==> config.mk <==
export PLATFORM = sky130hd
export DESIGN_NAME = combo_lock
export DESIGN_NICKNAME = d
export VERILOG_FILES = /design/src/rtl/lock_pkg.sv /design/src/rtl/lock_code_mux.sv /design/src/rtl/lock_cmp.sv /design/src/rtl/lock_seq.sv /design/src/rtl/combo_lock.sv
export SDC_FILE = /design/constraint.sdc
export NUM_CORES = 1
export LEC_CHECK = 0
export ABC_AREA = 1
export BUFFER_PORTS_ARGS = -buffer_cell sky130_fd_sc_hd__buf_4
export CAP_MARGIN = 5
export CORE_AREA = 2 2 39 41
export DETAILED_ROUTE_END_ITERATION = 12
export DIE_AREA = 0 0 41 43
export GPL_TIMING_DRIVEN = 0
export RECOVER_POWER = 25
export SYNTH_ARGS = -nofsm -noshare
export SYNTH_HDL_FRONTEND = slang
export SYNTH_SLANG_ARGS = --single-unit
==> constraint.sdc <==
create_clock -name clk -period 1.45 [get_ports clk]
set_clock_uncertainty 0.2 [all_clocks]
set_input_delay 0.0725 -clock clk [delete_from_list [all_inputs] [get_ports clk]]
set_output_delay 0.0725 -clock clk [all_outputs]
set_load 0.05 [all_outputs]
==> src/rtl/lock_pkg.sv <==
package lock_pkg;

  typedef enum logic [2:0] {
    ST_CHK0  = 3'd0,
    ST_CHK1  = 3'd1,
    ST_CHK2  = 3'd2,
    ST_OPEN  = 3'd3,
    ST_FAULT = 3'd4
  } lock_state_e;

  localparam int unsigned SEL_W = 2;
  localparam logic [SEL_W-1:0] SEL_DONE = 2'd3;

  // Selector value shown for each state.
  function automatic logic [SEL_W-1:0] sel_of(input lock_state_e s);
    case (s)
      ST_CHK0: sel_of = 2'd0;
      ST_CHK1: sel_of = 2'd1;
      ST_CHK2: sel_of = 2'd2;
      default: sel_of = SEL_DONE;
    endcase
  endfunction

  // Transition function: strobe gates every move; OPEN and FAULT absorb.
  function automatic lock_state_e next_of(input lock_state_e s,
                                          input logic strobe,
                                          input logic hit);
    next_of = s;
    if (strobe) begin
      case (s)
        ST_CHK0: next_of = hit ? ST_CHK1 : ST_FAULT;
        ST_CHK1: next_of = hit ? ST_CHK2 : ST_FAULT;
        ST_CHK2: next_of = hit ? ST_OPEN : ST_FAULT;
        default: next_of = s;
      endcase
    end
  endfunction

endpackage

==> src/rtl/lock_code_mux.sv <==
module lock_code_mux #(
  parameter int unsigned W = 4,
  parameter logic [W-1:0] CODE_A = 'h3,
  parameter logic [W-1:0] CODE_B = 'hA,
  parameter logic [W-1:0] CODE_C = 'h7
) (
  input  logic [1:0]   sel,
  output logic [W-1:0] code
);
  localparam int unsigned SLOTS = 4;
  logic [W-1:0] slot [SLOTS];

  generate
    for (genvar i = 0; i < SLOTS; i++) begin : g_slot
      if (i == 0)      begin : g_a assign slot[i] = CODE_A; end
      else if (i == 1) begin : g_b assign slot[i] = CODE_B; end
      else if (i == 2) begin : g_c assign slot[i] = CODE_C; end
      else             begin : g_z assign slot[i] = '0;     end
    end
  endgenerate

  assign code = slot[sel];
endmodule

==> src/rtl/lock_cmp.sv <==
module lock_cmp #(
  parameter int unsigned W = 4
) (
  input  logic [W-1:0] a,
  input  logic [W-1:0] b,
  output logic         hit
);
  assign hit = (a == b);
endmodule

==> src/rtl/lock_seq.sv <==
module lock_seq
  import lock_pkg::*;
(
  input  logic             clk,
  input  logic             rst,
  input  logic             strobe,
  input  logic             hit,
  output logic [SEL_W-1:0] sel,
  output logic             opened
);
  lock_state_e state_q;

  always_ff @(posedge clk) begin
    if (rst) state_q <= ST_CHK0;
    else     state_q <= next_of(state_q, strobe, hit);
  end

  assign sel    = sel_of(state_q);
  assign opened = (state_q == ST_OPEN);
endmodule

==> src/rtl/combo_lock.sv <==
module combo_lock #(
  parameter int unsigned W = 4,
  parameter logic [W-1:0] CODE_A = 'h3,
  parameter logic [W-1:0] CODE_B = 'hA,
  parameter logic [W-1:0] CODE_C = 'h7
) (
  input  logic         clk,
  input  logic         rst,
  input  logic [W-1:0] entry_val,
  input  logic         entry_new,
  output logic [1:0]   code_sel,
  output logic         is_open
);
  logic [W-1:0] ref_code;
  logic         match_w;

  lock_code_mux #(.W(W), .CODE_A(CODE_A), .CODE_B(CODE_B), .CODE_C(CODE_C)) u_mux (
    .sel(code_sel), .code(ref_code)
  );

  lock_cmp #(.W(W)) u_cmp (
    .a(entry_val), .b(ref_code), .hit(match_w)
  );

  lock_seq u_seq (
    .clk(clk), .rst(rst), .strobe(entry_new), .hit(match_w),
    .sel(code_sel), .opened(is_open)
  );
endmodule

## Word level (Yosys, flattened, before mapping)

Cells that the tools add are included.

| word-level totals | value |
|---|---|
| bits in registers | 3 |
| input bits | 7 |
| word-level logic and storage cells | 18 |
| output and inout port bits | 3 |

| operators by class | value |
|---|---|
| muxes and demuxes | 8 |
| reductions and logical operators | 3 |
| bitwise gates (word level) | 1 |
| equality and inequality tests | 4 |
| order comparisons | 1 |

Operator list:

| operator | number |
|---|---|
| 2-to-1 mux 3 bit | 3 |
| case mux 3 bit (3 select lines) | 1 |
| binary-select mux 4 bit (select 2 bit) | 1 |
| 2-to-1 mux 4 bit | 2 |
| equality test 3 x 2 -> 1 bit (second input constant) | 2 |
| case mux 2 bit (3 select lines) | 1 |
| equality test 4 bit | 1 |
| equality test 3 x 1 -> 1 bit (second input constant) | 1 |
| >= comparator 3 bit (second input constant) | 1 |
| logical NOT 3 bit | 1 |
| NOT 2 -> 3 bit | 1 |
| nonzero test 3 bit | 1 |
| AND reduction 2 bit | 1 |

## Depth between registers and ports, before layout

| depth | value |
|---|---|
| depth after elaboration | 9 |
| mapped depth | 8 |
| mapped depth without buffers | 8 |

## Hierarchy

A second synthesis with hierarchy kept.

| second synthesis, totals | value |
|---|---|
| cell total of the unflattened synthesis | 47 |
| area, all modules | 259.0 µm² |

By module, submodules not included:

| module | instances | area each (µm²) | seq. area each (µm²) | cells an instance |
|---|---|---|---|---|
| lock_seq | 1 | 171.4 | 60.1 | 27 |
| lock_cmp | 1 | 66.3 | 0.0 | 15 |
| lock_code_mux | 1 | 21.3 | 0.0 | 5 |

## Worst setup path after synthesis

Ideal clock, no wire load.

| path | value |
|---|---|
| path type | reg-to-output |
| start point | reg u_seq.state_q[1] |
| end point | out is_open |
| arrival | 1521 ps |
| buffers on the path | 0 |
| stages on the path, launching flop included | 3 |
| setup slack | -343 ps |
| required time | 1178 ps |
| cells stage by stage | dfxtp_1 > inv_1 > nor3_1 |

| on the way | value |
|---|---|
| longest elaborated chain between the ends | 1 |

RTL lines:

| item | line | source |
|---|---|---|
| start: declaration | lock_seq.sv:11 | `lock_state_e state_q;` |
| start signal: assignment | lock_seq.sv:15 | `else state_q <= next_of(state_q, strobe, hit);` |
| equality test 3 x 2 -> 1 bit | lock_seq.sv:19 | `assign opened = (state_q == ST_OPEN);` |
| end: declaration | combo_lock.sv:12 | `output logic is_open` |

Every way passes these cells.

## Final worst setup path

| path | value |
|---|---|
| start point | reg u_seq.state_q[2] |
| end point | reg u_seq.state_q[0] |

| on the way | value |
|---|---|
| longest elaborated chain between the ends | 9 |
| elaborated cells between the ends (all ways) | 14 |
| classes of those cells | eq/ne: 3; mux: 7; bitwise: 1; reduce/logical: 3 |

RTL lines:

| item | line | source |
|---|---|---|
| equality test 3 x 2 -> 1 bit, or another cell as far along | lock_pkg.sv:16, lock_pkg.sv:30 |  |
| case mux 2 bit (3 select lines) | lock_pkg.sv:16 | `case (s)` |
| NOT 2 -> 3 bit (not written as such) | lock_code_mux.sv:22 | `assign code = slot[sel];` |
| binary-select mux 4 bit (select 2 bit) | lock_code_mux.sv:22 |  |
| 2-to-1 mux 4 bit (not written as such) (2 in a row) | lock_code_mux.sv:22 |  |
| equality test 4 bit | lock_cmp.sv:8 | `assign hit = (a == b);` |
| 2-to-1 mux 3 bit, on equally long branches | lock_pkg.sv:33, lock_pkg.sv:31 |  |
| case mux 3 bit (3 select lines) | lock_pkg.sv:30 | `case (s)` |

Parallel ways exist; a longest one is shown, timed or not. The select of a mux whose other input is x is not followed.
A chain may end at the register's enable or synchronous reset.

==> summary.txt <==
Status
  – Status: complete, no violations

Pwr
  – Leakage power: 0.184 nW
  – Worst vdd ir: 0.000383 V
  – Pwr Density: 829 nW/um2

Drt
  – Number of DRC markers in iteration 0: 3
  – Vias: 300
  – Drt drc: 0
  – Routed Antenna Nets: 0
  – Total routed wirelength: 545 um
  – Avg WL per Cell: 7.57 um
  – First drt pass iteration count: 2
  – Via-to-Cell Ratio: 4.17

Worst hold path
  – Hold Crit Class: input port to register
  – Hold Crit Start: entry_val[3]

Final layout
  – Multi-input gate area: 188 um2
  – Final net count: 64
  – # diodes: 0
  – Storage cell area: 63.8 um2
  – Max reg flops: 3
  – Area growth syn-to-layout: 65.5%
  – Top Registers: u_seq.state_q x3
  – Fillers: 159
  – Ratio of cells with drive above 1 in the final layout: 46.4%
  – Final Util: 29.5%
  – Top reg by flops: u_seq.state_q
  – Fin cells: 72

Setup path
  – CP max FO: 5
  – CP Data Arrival Time: 1290 ps
  – Worst Path Class, Setup: register to register
  – Worst r2r src: u_seq.state_q[2]
  – Worst reg2reg setup slack: 120 ps
  – Critical Path RT: 1400 ps
  – Crit. End Element: register
  – Element type at the critical path start: register
  – Crit path launch: u_seq.state_q[2]

STA
  – Final Hold Viols: 0
  – RSZ-0062 raised after global routing: false
  – Minimum clock period after layout: 1330 ps
  – Fmax: 751 MHz
  – Count of pins over their slew limit: 0
  – Post-route setup TNS: 0 ps
  – Fin crit share: 91.8%
  – Setup-failing EPs final: 0
  – Slew headroom: 87.0%
  – Slew @ Worst Pin: 194 ps
  – Min Hold Slack: 51.6 ps

Synthesis
  – Register area share after synthesis: 24.4%
  – Synth Register Bits: 3
  – Most common cell in the synthesized netlist: nand2_1
  – Ys flop type: dfxtp_1
  – Syn nets: 48
  – Mapped Cells: 41
  – Synth area leader: dfxtp_1
  – Yosys Warn Count: 0
  – Async set-reset flop share out of synthesis: 0%
  – Top cell type's share of synthesized area: 24.4%
  – Syn_area_per_cell: 6.01 um2
  – Cell area after synthesis: 246 um2
  – Unique masters post-synth: 13
  – Post-synth top cells: 14 x nand2_1, 6 x inv_1, 5 x a21oi_1
  – Post-synth EDFFs: 0
  – Largest cells by area after synthesis: dfxtp_1 24%, nand2_1 21%, a21oi_1 10%, inv_1 9.1%, nand3_1 6.1%

Placed design
  – GP Congestion: 0.711
  – Dpl cells: 66
  – Input/output buffers: 9
  – Post-detail-place hpwl: 423 um

Clock tree
  – Post-CTS setup buffers: 0
  – CTS tree: built
  – Worst-path clk slew: 40 ps
  – Max Root-Sink Buffers: 2
  – Root Driver: clkbuf_4
  – Clk_lat worst skew: 230 ps
  – CTS Sinks: 3
  – Num CTS Buffers: 3
  – H-tree depth: 1

GRT
  – Tot GR Track Use: 8.02%
  – First-pass GRT wire length: 910 um
  – Initial antenna violation count: 0
  – Largest net degree at the start of global routing: 7
  – Global route overflow: 0
  – Number of global-route vias before repair: 269

Floorplan
  – Starting density of the core: 17.8%
  – Die Ht: 43 um
  – # rows: 14
  – Die X: 41 um
  – Placeable Area: 1380 um2
  – Die area: 1760 um2
  – # IOs: 10

Job
  – Max_cap viols: 0
cells in the final DEF (no fill, tap or decap):
master	instances
nand2_1	11
buf_4	9
inv_1	5
nand2_2	4
a21oi_1	4
nand3_1	3
clkbuf_4	3
dfxtp_2	3
nor2_4	2
nand3b_1	2
dlygate4sd3_1	2
inv_2	1
nor3_2	1
xor2_1	1
a21oi_2	1
nor2_1	1
nor2_2	1
nand2_4	1
clkbuf_1	1
what timing repair did:
action / in CTS / in global routing
hold buffers: 2 / 0
hold endpoints to repair: 3 / 0
resized for setup: 0 / 8
endpoints found under the setup margin: 0 / 4
metal layers:
layer	GRT usage, %	vias up	wire length, um
li1	-	161	-
met1	7.69	132	241
met2	11.9	7	260
met3	6.28	0	43
met4	4.00	0	0
met5	0	-	0
cells by family (layout without fill, tap and decap cells):
group | count (synthesis) | in the layout | share of synthesized area [%]
AOI/OAI and AO/OA | 5 | 5 | 10.2
buffers and inverters | 6 | 21 | 9.14
DFF | 3 | 3 | 24.4
xor gates and xnor gates | 1 | 1 | 3.55
and+or+nand+nor | 26 | 26 | 52.8
layout make-up:
class	count	area share, %
multi-input cells	32	46.0
repair buffers	11	21.5
flip-flops and latches	3	15.6
clock buffers	4	6.44
inverters	6	5.52
well taps	16	4.91
per-stage QoR:
stage	power, mW	setup slack, ps	cell area, um2
after floorplan	0.154	16.4	256
after global placement	0.183	103	344
final	0.338	119	408
after global routing	0.370	14.6	408
after CTS	0.342	48.8	390
after detailed placement	0.184	90.5	344
critical path, cell delays in order, from the launching register on:
cell and delay, ps:
dfxtp_2 360, nor2_2 140, nand2_1 90, nand2_2 80, nand2_4 50, nor2_4 110, nand3b_1 100, a21oi_1 130
worst paths after layout:
kind,end,cells past startpoint
max,u_seq.state_q[0],7
min,u_seq.state_q[1],6
max reg2reg,u_seq.state_q[0],7
min reg2reg,u_seq.state_q[1],2
report_power, final:
part | total [mW] | switching (mW) | internal (mW)
Combinational | 0.0984 | 0.0569 | 0.0415
Clock | 0.145 | 0.0415 | 0.103
Sequential | 0.0951 | 0.00794 | 0.0872
Total | 0.338 | 0.106 | 0.232
Power figures use the tool's default switching activity.
